--- config.mk ---
export PLATFORM = sky130hd
export DESIGN_NAME = irq_nest_ctrl
export DESIGN_NICKNAME = d
export VERILOG_FILES = /design/src/rtl/irq_nest_pkg.sv /design/src/rtl/irq_cfg_regs.sv /design/src/rtl/irq_inservice.sv /design/src/rtl/irq_pick.sv /design/src/rtl/irq_nest_ctrl.sv
export SDC_FILE = /design/constraint.sdc
export NUM_CORES = 1
export LEC_CHECK = 0
export CORE_MARGIN = 5
export CORE_UTILIZATION = 48
export CTS_CLUSTER_SIZE = 24
export DETAILED_ROUTE_END_ITERATION = 6
export PLACE_DENSITY = 0.84
export SLEW_MARGIN = 10
export SYNTH_ARGS = -nofsm -noshare
export SYNTH_HDL_FRONTEND = slang
export SYNTH_SLANG_ARGS = --single-unit
export TNS_END_PERCENT = 30
--- constraint.sdc ---
create_clock -name clk -period 2.1 [get_ports clk]
set_input_delay 0.63 -clock clk [delete_from_list [all_inputs] [get_ports clk]]
set_output_delay 0.63 -clock clk [all_outputs]
set_load 0.02 [all_outputs]
--- src/rtl/irq_nest_pkg.sv ---
package irq_nest_pkg;
  typedef enum logic [1:0] {
    LVL_NONE = 2'd0,
    LVL_LOW  = 2'd1,
    LVL_HIGH = 2'd2,
    LVL_PF   = 2'd3
  } lvl_e;
endpackage

--- src/rtl/irq_cfg_regs.sv ---
module irq_cfg_regs #(
  parameter int unsigned NSRC = 5
) (
  input  logic            clk,
  input  logic            rst_n,
  input  logic            ien_we,
  input  logic [NSRC+1:0] ien_wdata,
  input  logic            pri_we,
  input  logic [NSRC-1:0] pri_wdata,
  output logic [NSRC-1:0] src_en,
  output logic            pf_en,
  output logic            glb_en,
  output logic [NSRC-1:0] pri_q
);
  logic [NSRC+1:0] ien_q, ien_d;
  logic [NSRC-1:0] pri_d;

  always_comb begin
    ien_d = ien_q;
    pri_d = pri_q;
    if (ien_we) ien_d = ien_wdata;
    if (pri_we) pri_d = pri_wdata;
  end

  always_ff @(posedge clk or negedge rst_n) begin
    if (!rst_n) begin
      ien_q <= '0;
      pri_q <= '0;
    end else begin
      ien_q <= ien_d;
      pri_q <= pri_d;
    end
  end

  assign src_en = ien_q[NSRC-1:0];
  assign pf_en  = ien_q[NSRC];
  assign glb_en = ien_q[NSRC+1];
endmodule

--- src/rtl/irq_inservice.sv ---
module irq_inservice
  import irq_nest_pkg::*;
(
  input  logic       clk,
  input  logic       rst_n,
  input  logic       set_en,
  input  lvl_e       set_lvl,
  input  logic       reti,
  output logic [2:0] ins_q,
  output lvl_e       cur_lvl
);
  logic [2:0] ins_d;

  always_comb begin
    ins_d = ins_q;
    if (reti) begin
      if (ins_q[2])      ins_d[2] = 1'b0;
      else if (ins_q[1]) ins_d[1] = 1'b0;
      else if (ins_q[0]) ins_d[0] = 1'b0;
    end
    if (set_en) begin
      case (set_lvl)
        LVL_LOW:  ins_d[0] = 1'b1;
        LVL_HIGH: ins_d[1] = 1'b1;
        LVL_PF:   ins_d[2] = 1'b1;
        default:  ;
      endcase
    end
  end

  always_ff @(posedge clk or negedge rst_n) begin
    if (!rst_n) ins_q <= '0;
    else        ins_q <= ins_d;
  end

  always_comb begin
    if (ins_q[2])      cur_lvl = LVL_PF;
    else if (ins_q[1]) cur_lvl = LVL_HIGH;
    else if (ins_q[0]) cur_lvl = LVL_LOW;
    else               cur_lvl = LVL_NONE;
  end
endmodule

--- src/rtl/irq_pick.sv ---
module irq_pick
  import irq_nest_pkg::*;
#(
  parameter int unsigned NSRC   = 5,
  parameter int unsigned SLOT_W = 3
) (
  input  logic [NSRC-1:0]   req,
  input  logic [NSRC-1:0]   pri,
  input  logic              pf,
  input  lvl_e              cur_lvl,
  output logic              pick_vld,
  output logic [SLOT_W-1:0] pick_slot,
  output lvl_e              pick_lvl
);
  localparam int unsigned PF_SLOT = NSRC + 1;

  logic [NSRC-1:0]   hi_req, lo_req;
  logic [SLOT_W-1:0] hi_slot, lo_slot;

  assign hi_req = req & pri;
  assign lo_req = req & ~pri;

  always_comb begin
    hi_slot = '0;
    lo_slot = '0;
    for (int i = NSRC - 1; i >= 0; i--) begin
      if (hi_req[i]) hi_slot = SLOT_W'(i);
      if (lo_req[i]) lo_slot = SLOT_W'(i);
    end
  end

  always_comb begin
    pick_vld  = 1'b0;
    pick_slot = '0;
    pick_lvl  = LVL_NONE;
    if (pf && cur_lvl != LVL_PF) begin
      pick_vld  = 1'b1;
      pick_slot = SLOT_W'(PF_SLOT);
      pick_lvl  = LVL_PF;
    end else if ((|hi_req) && cur_lvl < LVL_HIGH) begin
      pick_vld  = 1'b1;
      pick_slot = hi_slot;
      pick_lvl  = LVL_HIGH;
    end else if ((|lo_req) && cur_lvl == LVL_NONE) begin
      pick_vld  = 1'b1;
      pick_slot = lo_slot;
      pick_lvl  = LVL_LOW;
    end
  end
endmodule

--- src/rtl/irq_nest_ctrl.sv ---
module irq_nest_ctrl
  import irq_nest_pkg::*;
#(
  parameter int unsigned NSRC     = 5,
  parameter int unsigned VEC_W    = 16,
  parameter int unsigned VEC_BASE = 3,
  parameter int unsigned VEC_STEP = 8
) (
  input  logic             clk,
  input  logic             rst_n,
  input  logic [NSRC-1:0]  src_req,
  input  logic             pf_req,
  input  logic             ien_we,
  input  logic [NSRC+1:0]  ien_wdata,
  input  logic             pri_we,
  input  logic [NSRC-1:0]  pri_wdata,
  input  logic             fetch_rdy,
  input  logic             reti,
  output logic             irq,
  output logic [VEC_W-1:0] vec_addr,
  output logic [NSRC-1:0]  src_ack,
  output logic             pf_ack
);
  localparam int unsigned PF_SLOT = NSRC + 1;
  localparam int unsigned SLOT_W  = $clog2(NSRC + 2);

  logic [1:0]        rst_sync_q;
  logic              rst_n_s;
  logic [NSRC-1:0]   src_en, pri_q;
  logic              pf_en, glb_en;
  logic [NSRC-1:0]   req_q, req_d;
  logic              pf_q, pf_d;
  logic              pick_vld;
  logic [SLOT_W-1:0] pick_slot;
  lvl_e              pick_lvl, cur_lvl;
  logic              sel_vld_q, sel_vld_d;
  logic [SLOT_W-1:0] sel_slot_q, sel_slot_d;
  lvl_e              sel_lvl_q, sel_lvl_d;
  logic              accept;
  logic [2:0]        ins_flags;

  always_ff @(posedge clk or negedge rst_n) begin
    if (!rst_n) rst_sync_q <= '0;
    else        rst_sync_q <= {rst_sync_q[0], 1'b1};
  end
  assign rst_n_s = rst_sync_q[1];

  irq_cfg_regs #(.NSRC(NSRC)) u_cfg (
    .clk(clk), .rst_n(rst_n_s),
    .ien_we(ien_we), .ien_wdata(ien_wdata),
    .pri_we(pri_we), .pri_wdata(pri_wdata),
    .src_en(src_en), .pf_en(pf_en), .glb_en(glb_en), .pri_q(pri_q)
  );

  assign accept = sel_vld_q & fetch_rdy;

  // Request sampling stage; an acknowledged source is dropped at once.
  always_comb begin
    req_d = src_req & src_en & {NSRC{glb_en}} & ~src_ack;
    pf_d  = pf_req & pf_en & ~pf_ack;
  end

  always_ff @(posedge clk or negedge rst_n_s) begin
    if (!rst_n_s) begin
      req_q <= '0;
      pf_q  <= 1'b0;
    end else begin
      req_q <= req_d;
      pf_q  <= pf_d;
    end
  end

  irq_pick #(.NSRC(NSRC), .SLOT_W(SLOT_W)) u_pick (
    .req(req_q), .pri(pri_q), .pf(pf_q), .cur_lvl(cur_lvl),
    .pick_vld(pick_vld), .pick_slot(pick_slot), .pick_lvl(pick_lvl)
  );

  // Arbitration result stage; cleared for one cycle after a hand-over.
  always_comb begin
    sel_vld_d  = pick_vld;
    sel_slot_d = pick_slot;
    sel_lvl_d  = pick_lvl;
    if (accept) begin
      sel_vld_d  = 1'b0;
      sel_slot_d = '0;
      sel_lvl_d  = LVL_NONE;
    end
  end

  always_ff @(posedge clk or negedge rst_n_s) begin
    if (!rst_n_s) begin
      sel_vld_q  <= 1'b0;
      sel_slot_q <= '0;
      sel_lvl_q  <= LVL_NONE;
    end else begin
      sel_vld_q  <= sel_vld_d;
      sel_slot_q <= sel_slot_d;
      sel_lvl_q  <= sel_lvl_d;
    end
  end

  irq_inservice u_ins (
    .clk(clk), .rst_n(rst_n_s),
    .set_en(accept), .set_lvl(sel_lvl_q), .reti(reti),
    .ins_q(ins_flags), .cur_lvl(cur_lvl)
  );

  assign irq      = sel_vld_q;
  assign vec_addr = sel_vld_q ? VEC_W'(VEC_BASE + VEC_STEP * int'(sel_slot_q)) : '0;
  assign pf_ack   = accept & (sel_slot_q == SLOT_W'(PF_SLOT));

  for (genvar g = 0; g < NSRC; g++) begin : g_ack
    assign src_ack[g] = accept & (sel_slot_q == SLOT_W'(g));
  end
endmodule

After elaboration in Yosys (flattened, before gate mapping)
Cells that the tools add are included.
{"block": "op_classes", "n_addsub": 1, "multipliers": 0, "n_div": 0, "magnitude_cmp": 1, "eq_ne": 9, "n_shift": 0, "n_mux": 33, "bitwise_logic": 17, "reduce_logical": 7}
{"op": "3-bit two-way mux", "n": 16}
{"op": "5-bit AND", "n": 5}
{"op": "2-bit two-way mux", "n": 6}
{"op": "1-bit two-way mux", "n": 10}
{"op": "5-bit inverter", "n": 2}
{"op": "5-bit OR reduction", "n": 2}
{"op": "1-bit AND", "n": 9}
{"op": "2-bit by 6-bit adder with 7-bit output, first input constant", "n": 1}
{"op": "7-bit two-way mux", "n": 1}
{"op": "3-bit by 2-bit == test with 1-bit output, second input constant", "n": 2}
{"op": "3-bit == test, second input constant", "n": 2}
{"op": "2-bit == test, second input constant", "n": 2}
{"op": "3-bit by 1-bit == test with 1-bit output, second input constant", "n": 1}
{"op": "1-bit logical AND", "n": 3}
{"op": "3-bit zero test", "n": 1}
{"op": "2-bit by 1-bit == test with 1-bit output, second input constant", "n": 1}
{"op": "2-bit zero test", "n": 1}
{"op": "2-bit less-than comparator, second input constant", "n": 1}
{"op": "2-bit != test, second input constant", "n": 1}
{"op": "1-bit inverter", "n": 1}
{"block": "word_totals", "regBits": 29, "latch_bits": 0, "ramBits": 0, "rom_bits": 0, "output_inout_bits": 23, "wordCells": 77, "n_memories": 0}

Logic depth before layout (Yosys ltp)
Gate-level depths: netlist of run 1.
{"block": "logic_depth", "ltp_word": 11, "mapped_depth": 5, "ltp_nobuf": 4}

Modules after synthesis
From an unflattened synthesis of run 1, not the netlist that was laid out.
{"block": "unflattened", "hier_cells": 140, "area_unflattened_um2": 1516.5}
{"module": "irq_nest_ctrl", "n_inst": 1, "cells_each": 65, "area_each_um2": 674.4}
{"module": "irq_cfg_regs", "n_inst": 1, "cells_each": 25, "area_each_um2": 473.0}
{"module": "irq_pick", "n_inst": 1, "cells_each": 34, "area_each_um2": 219.0}
{"module": "irq_inservice", "n_inst": 1, "cells_each": 16, "area_each_um2": 150.1}

Worst setup path before layout of run 1
No wires, ideal clock.
{"block": "synth_path", "path_kind": "input port to output port", "start": "input port fetch_rdy", "end": "output port src_ack[1]", "arrival_time_ns": 1.573, "required_ns": 1.470, "path_slack_ns": -0.103, "stages": 2, "path_buffers": 0, "cell_sequence": "nand2_1 nor4b_1"}
{"block": "synth_via", "elab_chain_cells": 2}
{"item": "start, declared", "line_no": "irq_nest_ctrl.sv:17", "source": "input logic fetch_rdy,"}
{"item": "1-bit AND", "line_no": "irq_nest_ctrl.sv:55", "source": "assign accept = sel_vld_q & fetch_rdy;"}
{"item": "1-bit AND", "line_no": "irq_nest_ctrl.sv:113", "source": "assign src_ack[g] = accept & (sel_slot_q == SLOT_W'(g));"}
{"item": "end, declared", "line_no": "irq_nest_ctrl.sv:21", "source": "output logic [NSRC-1:0] src_ack,"}
No other way between the ends.

Final worst setup path of run 1
{"block": "layout_path", "start": "input port fetch_rdy", "end": "output port src_ack[4]"}
Same word-level chain as after synthesis.

==> results of run 1 <==
==> cell type report <==
type	instances	area, µm²
clock buffer	6	51.3
clock inverter	2	37.5
fill	202	905
inverter	3	11.3
multi-input combinational	91	641
sequential	29	729
tap	31	38.8
timing repair buffer	42	368
==> synth_stat cells, drive strengths merged <==
| master | n |
|---|---|
| a211o | 1 |
| a21oi | 5 |
| a222oi | 1 |
| a22oi | 1 |
| a32o | 2 |
| a32oi | 1 |
| a41oi | 1 |
| and2 | 4 |
| and2b | 2 |
| and3 | 1 |
| and4b | 1 |
| buf | 14 |
| clkbuf | 1 |
| conb | 2 |
| dfrtp | 29 |
| inv | 3 |
| mux2 | 12 |
| nand2 | 8 |
| nand2b | 4 |
| nand3 | 6 |
| nand4 | 2 |
| nor2 | 9 |
| nor3 | 3 |
| nor4 | 1 |
| nor4b | 1 |
| o21ai | 5 |
| o22ai | 2 |
| o31ai | 1 |
| or2b | 3 |
| or4 | 1 |
| or4b | 1 |
==> per-layer routing <==
| layer | vias to the layer above | global-route usage |
|---|---|---|
| met4 | 0 | 0.0675 |
| met5 | - | 0 |
| met2 | 67 | 0.280 |
| met1 | 545 | 0.189 |
| li1 | 519 | - |
| met3 | 9 | 0.0420 |
==> worst reg2reg max path: cells and delay by family, from the launching register on <==
family | cells | cell delay [ps]
buf+inv | 1 | 160
compound gates | 1 | 140
flops | 1 | 450
simple gates | 2 | 700
==> metrics by stage <==
stage / hold slack [ps] / util / TNS, ps / cells
2_1_floorplan: 331 / - / -11.6 / 138
3_3_place_gp: 229 / 0.633 / -4180 / 194
3_5_place_dp: 234 / 0.633 / -4480 / 194
4_1_cts: 244 / 0.673 / -12.4 / 203
5_1_grt: 290 / 0.675 / 0 / 204
6_report: 232 / 0.675 / 0 / 204
==> cells in the final DEF (no fill, tap or decap), types with 3 or more instances in the layout <==
cell type | netlist | routed
nand2b_1 | 4 | 4
o21ai_0 | 4 | 4
buf_2 | 0 | 3
dfrtp_2 | 0 | 3
conb_1 | 2 | 12
nand3_1 | 5 | 5
inv_1 | 3 | 3
and2_1 | 4 | 3
buf_4 | 14 | 10
or2b_2 | 3 | 3
nor2_1 | 9 | 9
a21oi_1 | 5 | 5
dlygate4sd2_1 | 0 | 6
nand2_1 | 8 | 7
clkdlybuf4s50_1 | 0 | 22
mux2_2 | 12 | 12
clkbuf_4 | 0 | 5
dfrtp_1 | 29 | 26
==> state kept, by name (all words and copies together) (netlist names) <==
name,cells
u_cfg.ien_q,7
u_cfg.pri_q,5
u_ins.ins_q,3
rst_sync_q,2
irq,1
req_q,5
sel_lvl_q,2
pf_q,1
sel_slot_q,3
==> cell families after synthesis <==
| family | count (synthesis) | share of synthesized area |
|---|---|---|
| other | 2 | 0.00537 |
| AO/OA/AOI/OAI | 20 | 0.100 |
| buffers and inverters | 18 | 0.0859 |
| flip-flops | 29 | 0.519 |
| AND/OR/NAND/NOR | 47 | 0.193 |
| multiplexers | 12 | 0.0966 |
==> path summary, 6_finish.rpt <==
| kind | to | slack [ps] | depth (start not counted) |
|---|---|---|---|
| worst min-delay path | u_cfg.ien_q[3] | 230 | 1 |
| worst max-delay path | src_ack[4] | 70 | 5 |
| max in group asynchronous | rst_sync_q[0] | 1530 | 1 |
| worst min register to register | u_cfg.ien_q[3] | 230 | 1 |
| worst max register to register | sel_slot_q[2] | 560 | 4 |
| min in group clk | rst_sync_q[1] | 360 | 0 |
==> repair_timing <==
action,4_1_cts,5_1_grt
pin swaps,2,1
resized for setup,48,3
hold buffers,0,0
setup buffers,1,1
endpoints found under the setup margin,12,7
==> report_power, final <==
group          switching (µW)  leakage [µW]  internal, µW
clock network             197     0.0000445           283
logic                     230      0.000481           209
registers                88.8      0.000358           634
total                     516      0.000884          1130
==> results.toml, run 1 <==
[pwr]
p_total_uw = 1640
irDropWorstVdd_mv = 0.904
p_leak_uw = 0.000884
powerDensity_mw_per_mm2 = 875

[yosys]
ys_ff_latch = 29
syn_avg_cell_area_um2 = 10.9
synth_seq_area_share = 0.519
synth_top_area_frac = 0.519
synth_area_leaders = "dfrtp_1 52%, mux2_2 9.7%, buf_4 7.5%, nor2_1 2.4%, nand2_1 2.1%"
synth_cells = 128
synth_cell_types = 34
synth_area_mm2 = 0.00140
yosysWarnings = 0
yosys.area.top_type = "dfrtp_1"

[placed_design]
pre_cts_ws_ps = -787
portBuffers = 35
hpwl_um = 2240
gp_congestion = 0.844
place_area_mm2 = 0.00176

[clock_tree]
cts.sinks = 29
cts_tree = "done"
root_buffer = "clkbuf_4"
clk_pin_slew_ps = 90
cts_buffers = 5
cts.htree.levels = 2
clk_path_buf_depth = 2
clk_latency_ps = 320

[worst_setup_path]
arrival_ps = 1400
path_cells = "clkbuf_2 > and2_4 > nand2_1 > nor3_2 > buf_4"
critPathRequiredTime_ps = 1470
cp_max_fo = 3
critical_path.max_stage_delay_ps = 220
worstSetupPathType = "input port to output port"
cp_slowest_cell = "nor3_2"
crit_start = "fetch_rdy"
endpoint_kind = "output port"
crit_path_start_kind = "input port"
cpLargestDelayFamily = "simple AND/OR/NAND/NOR gates"
rr_startpoint = "irq"
timing.critical_path.buf_inv = 2

[finish]
diodes = 0
drive_gt1_frac = 0.283
layout.nets = 196
design_area_mm2 = 0.00188
syn2layout_area_growth_pct = 34.2

[sta]
setup_viol = 0
hold_viol_final = 0
rsz0062_at_grt = "no"
skew_ps = 4.70
post-route-period-util = 0.964
max_freq_mhz = 494
setup_slack_ps = 74.6
slew_viol_final = 0
final.min_clock_period_ps = 2030

[worst_hold_path]
hold_path.class = "register to async pin"

[global_routing]
grt_pass1_wl_um = 5270
antenna_found_initial = 0
grt_pass1_vias = 1205
overflow = 0
track_usage = 0.162
grt_max_degree = 28

[floorplanning]
core_area_mm2 = 0.00278
pin_count = 47
die_h_um = 64.0
start_util = 0.503
dieArea_mm2 = 0.00409
die_w_um = 64.0
rows = 19

[detailed_routing]
dr_wl_met3_um = 296
dr.first_iter.drc_count = 35
dr_wl_met2_um = 1530
viasPerCell = 5.59
routed_wirelength_um = 3120
dr.pass1.iters = 4
postRouteAntennaNets = 0
wl_met1_um = 1240
wl_per_cell_um = 15.3
top_layer = "met4"
vias = 1140
drcViolationCount = 0

[status]
status = "finished clean"

[job]
cap_viol_max_count = 0
No activity file was read; power rests on OpenSTA's default activity.
==> inputs of run 2 (changes only) <==
--- a/config.mk
+++ b/config.mk
@@ -9,6 +9,7 @@
 export CORE_UTILIZATION = 48
 export CTS_CLUSTER_SIZE = 24
 export DETAILED_ROUTE_END_ITERATION = 6
+export GPL_TIMING_DRIVEN = 0
 export PLACE_DENSITY = 0.84
 export SLEW_MARGIN = 10
 export SYNTH_ARGS = -nofsm -noshare
==> run 2 against run 1 <==
Worst hold slack better by 38 ps. Die area stayed put. Critical endpoint unchanged. Cell count is 4.4% higher. Largest power group unchanged. Power is 7.2% lower. Sequential share of layout area is 0.33 points lower.
==> results.toml, run 2 (synthesized netlist as in run 1, its figures left out) <==
[worst_setup_path]
worstSetupPathType = "register to output port"
cp_max_fo = 4
timing.critical_path.buf_inv = 2
endpoint_kind = "output port"
cp_slowest_cell = "dfrtp_2"
critical_path.max_stage_delay_ps = 400
path_cells = "and2_4 > buf_6 > nand2_1 > nor3_2 > buf_4"
rr_startpoint = "irq"
arrival_ps = 1390
r2r_cells = 5
worstReg2RegEnd = "sel_slot_q[0]"
cpLargestDelayFamily = "flip-flops"
cp.depth = 5
crit_path_start_kind = "register"
critPathRequiredTime_ps = 1470
rrSetupSlack_ps = 520

[finish]
drive_gt1_frac = 0.341
area.sequential_um2 = 732
layout_commonest_cell = "dfrtp_1"
syn2layout_area_growth_pct = 35.8
multi_input_area_um2 = 633
diodes = 0
n_fill_cell = 224
largest_registers = "u_cfg.ien_q: 7 flops, req_q: 5 flops, u_cfg.pri_q: 5 flops"
top_register = "u_cfg.ien_q"
largest_reg_flops = 7
final_cell_mix = "24 x dfrtp_1, 22 x clkdlybuf4s50_1, 19 x buf_4"
layout.nets = 205

[placed_design]
gp_congestion = 0.823
hpwl_um = 2560
portBuffers = 34

[worst_hold_path]
hold_path.class = "register to async pin"

[global_routing]
track_usage = 0.181
antenna_found_initial = 0
overflow = 0
grt_max_degree = 28
grt_pass1_wl_um = 5710
grt_pass1_vias = 1220

[sta]
setup_tns_ps = 0
rsz0062_at_grt = "no"
final.min_clock_period_ps = 2020
hold_viol_final = 0
setup_viol = 0
slew_viol_final = 0
post-route-period-util = 0.961
skew_ps = 10.0
max_freq_mhz = 495
worst_pin_slew_ps = 572
slew_headroom = 0.619

[clock_tree]
hold_buffers = 0
cts.htree.levels = 2
cts_tree = "done"
cts_buffers = 5
clk_latency_ps = 330
clk_pin_slew_ps = 100
cts.sinks = 29
root_buffer = "clkbuf_4"
clk_path_buf_depth = 2

[detailed_routing]
dr.first_iter.drc_count = 51
viasPerCell = 5.29
postRouteAntennaNets = 0
vias = 1127
routed_wirelength_um = 3250
dr.pass1.iters = 4
wl_per_cell_um = 15.3
drcViolationCount = 0

[floorplanning]
pin_count = 47
dieArea_mm2 = 0.00409
core_area_mm2 = 0.00278
start_util = 0.503
die_w_um = 64.0
rows = 19
die_h_um = 64.0

[pwr]
p_leak_uw = 0.000912
irDropWorstVdd_mv = 0.706
p_total_uw = 1520
powerDensity_mw_per_mm2 = 802

[status]
status = "finished clean"

[job]
cap_viol_max_count = 0
run 2: per-layer routing:
layer | up-vias | share of wire | global-route usage
li1 | 536 | - | -
met1 | 537 | 0.35 | 0.194
met2 | 48 | 0.54 | 0.322
met3 | 6 | 0.095 | 0.0683
met4 | 0 | 0.014 | 0.0623
met5 | - | 0 | 0
run 2: report_power, final:
part / internal (µW) / leakage [µW] / total [µW] / switching, µW
clock network: 126 / 0.0000310 / 328 / 203
logic: 240 / 0.000525 / 470 / 230
registers: 635 / 0.000356 / 725 / 90.4
total: 1000 / 0.000912 / 1520 / 523
run 2: layout make-up:
cell class	instances	area share
Sequential cell	29	0.385
Clock buffer	5	0.0198
Timing Repair Buffer	36	0.167
Tap cell	31	0.0204
Buffer	15	0.0593
Clock inverter	3	0.00922
Inverter	3	0.00593
Multi-Input combinational cell	91	0.333
run 2: timing repair:
action | CTS | global route
cloned | 0 | 0
setup buffers | 1 | 1
endpoints found under the setup margin | 12 | 7
pin swaps | 1 | 1
gates resized for setup | 47 | 2
run 2: how the worst max path moves through the flow:
stage	from	to	slack, ps
after floorplan	fetch_rdy	src_ack[4]	-10
after CTS	fetch_rdy	src_ack[4]	-50
after global routing	irq	src_ack[4]	3
after global placement	fetch_rdy	src_ack[4]	-910
final	irq	src_ack[4]	80
after detailed placement	fetch_rdy	src_ack[4]	-880
run 2: worst register-to-register path, cell delays in order (launching register included):
cell     delay, ps
dfrtp_2        440
and2_4         150
buf_6          110
buf_4          150
or4_1          530
o21ai_0        110
run 2: per-stage QoR:
stage / setup slack [ps] / util / hold WS, ps / cells / cell area, µm²
detailed placement: -879 / 0.655 / 346 / 203 / 1820
CTS: -53.3 / 0.678 / 369 / 212 / 1890
floorplan: -11.6 / - / 331 / 138 / 1440
global placement: -908 / 0.655 / 337 / 203 / 1820
global route: 2.87 / 0.683 / 346 / 213 / 1900
finish: 81.0 / 0.683 / 271 / 213 / 1900
==> inputs of run 3 (changes only) <==
--- a/config.mk
+++ b/config.mk
@@ -5,12 +5,13 @@
 export SDC_FILE = /design/constraint.sdc
 export NUM_CORES = 1
 export LEC_CHECK = 0
+export CORE_ASPECT_RATIO = 2
 export CORE_MARGIN = 5
-export CORE_UTILIZATION = 48
+export CORE_UTILIZATION = 45
 export CTS_CLUSTER_SIZE = 24
 export DETAILED_ROUTE_END_ITERATION = 6
 export GPL_TIMING_DRIVEN = 0
-export PLACE_DENSITY = 0.84
+export PLACE_DENSITY = 0.79
 export SLEW_MARGIN = 10
 export SYNTH_ARGS = -nofsm -noshare
 export SYNTH_HDL_FRONTEND = slang
==> constraint.sdc (replaced) <==
create_clock -name clk -period 1.86 [get_ports clk]
set_input_delay 0.558 -clock clk [delete_from_list [all_inputs] [get_ports clk]]
set_output_delay 0.558 -clock clk [all_outputs]
set_load 0.02 [all_outputs]
==> run 3 against run 2 <==
The flow now finishes with violations (negative setup slack). Worst hold slack got worse by 110 ps. Register-to-register slack got worse by 180 ps. Combinational power increased by 26%. Count of clock-buffer cells in the layout increased by 2. Die area increased by 7.3%. Clock skew decreased by 2.5 ps. Critical path type unchanged. Critical endpoint is now src_ack[0]. Largest power group unchanged.
==> results.toml, run 3 (synthesized netlist as in run 1, its figures left out) <==
[finish]
layout.nets = 212
top_register = "u_cfg.ien_q"
final_cell_mix = "27 x buf_4, 25 x dfrtp_1, 21 x clkdlybuf4s50_1"
syn2layout_area_growth_pct = 45.2
layout_commonest_cell = "buf_4"
drive_gt1_frac = 0.388
diodes = 0
final_cells = 218
largest_reg_flops = 7
largest_registers = "u_cfg.ien_q: 7 flops, req_q: 5 flops, u_cfg.pri_q: 5 flops"

[global_routing]
grt_pass1_vias = 1298
antenna_found_initial = 0
track_usage = 0.182
grt_pass1_wl_um = 6040
overflow = 0
grt_max_degree = 28

[floorplanning]
start_util = 0.470
core_area_mm2 = 0.00298
pin_count = 47
dieArea_mm2 = 0.00439
die_h_um = 88.9
rows = 28
die_w_um = 49.4

[clock_tree]
cts.sinks = 29
clk_pin_slew_ps = 60
cts_tree = "done"
cts.htree.levels = 2
cts_buffers = 5
clk_path_buf_depth = 2
clk_latency_ps = 290
root_buffer = "clkbuf_8"

[pwr]
irDropWorstVdd_mv = 0.823
p_leak_uw = 0.000974
powerDensity_mw_per_mm2 = 960

[sta]
hold_viol_final = 0
setup_viol = 4
final.min_clock_period_ps = 1930
slew_viol_final = 0
max_freq_mhz = 517
post-route-period-util = 1.04
setup_slack_ps = -73.6
skew_ps = 7.52
rsz0062_at_grt = "yes"

[detailed_routing]
wl_met1_um = 1210
drcViolationCount = 0
top_layer = "met4"
wl_per_cell_um = 17.6
dr_wl_met2_um = 2250
dr.first_iter.drc_count = 35
vias = 1214
dr.pass1.iters = 4
routed_wirelength_um = 3840
postRouteAntennaNets = 0
viasPerCell = 5.57
dr_wl_met3_um = 249

[worst_setup_path]
rr_startpoint = "irq"
critPathRequiredTime_ps = 1300
worstSetupPathType = "register to output port"
rrSetupSlack_ps = 340
endpoint_kind = "output port"
crit_path_start_kind = "register"
worstReg2RegEnd = "sel_slot_q[0]"
arrival_ps = 1380
cp_max_fo = 6
r2r_cells = 4

[worst_hold_path]
hold_path.class = "register to async pin"

[placed_design]
gp_congestion = 0.880
pre_cts_ws_ps = -1080
portBuffers = 34
dp_cells = 202
hpwl_um = 2720

[job]
cap_viol_max_count = 0

[status]
status = "finished with violations"
violations = "negative setup slack"
[run 3: what timing repair did]
item / 4_1_cts / 5_1_grt
pin swaps: 2 / 4
hold buffers: 0 / 0
endpoints found under the setup margin: 12 / 6
resized for setup: 54 / 17
hold endpoints to repair: 0 / 0
buffers inserted: 2 / 7
[run 3: power by group]
part	switching [µW]	leakage [µW]	internal [µW]
clock network	234	0.0000443	293
registers	111	0.000357	718
logic	291	0.000573	302
[run 3: cell type report]
| class | instances | area (µm²) |
|---|---|---|
| fill | 229 | 947 |
| sequential | 29 | 731 |
| multi-input combinational | 91 | 658 |
| timing repair buffer | 44 | 405 |
| buffer | 14 | 101 |
| clock buffer | 7 | 86.3 |
| tap | 30 | 37.5 |
| inverter | 3 | 11.3 |
[run 3: worst max-delay path, cell delays in order, from the launching register on]
cell	delay [ps]
dfrtp_2	480
nor4_2	390
buf_4	210
[run 3: how the worst max path moves through the flow]
stage / start / end / cells after the start
2_1_floorplan: irq / src_ack[4] / 4
3_3_place_gp: fetch_rdy / src_ack[4] / 6
3_5_place_dp: fetch_rdy / src_ack[4] / 6
4_1_cts: irq / src_ack[4] / 5
5_1_grt: sel_slot_q[1] / src_ack[0] / 2
6_report: sel_slot_q[1] / src_ack[0] / 2
[run 3: per-stage QoR]
step | setup TNS (ps) | area, µm² | hold WS (ps) | utilization | total power (µW)
final | -124 | 2030 | 156 | 0.682 | 1950
after global routing | -343 | 2030 | 181 | 0.682 | 2050
after CTS | -501 | 1940 | 351 | 0.652 | 1870
after detailed placement | -5970 | 1820 | 340 | 0.611 | 1330
after global placement | -6110 | 1820 | 338 | 0.611 | 1310
after floorplan | -220 | 1440 | 262 | - | 1110
[run 3: layer usage]
layer	GRT usage	vias up
met3	0.0489	15
met5	0	-
met1	0.162	596
met4	0.0955	0
li1	-	548
met2	0.356	55
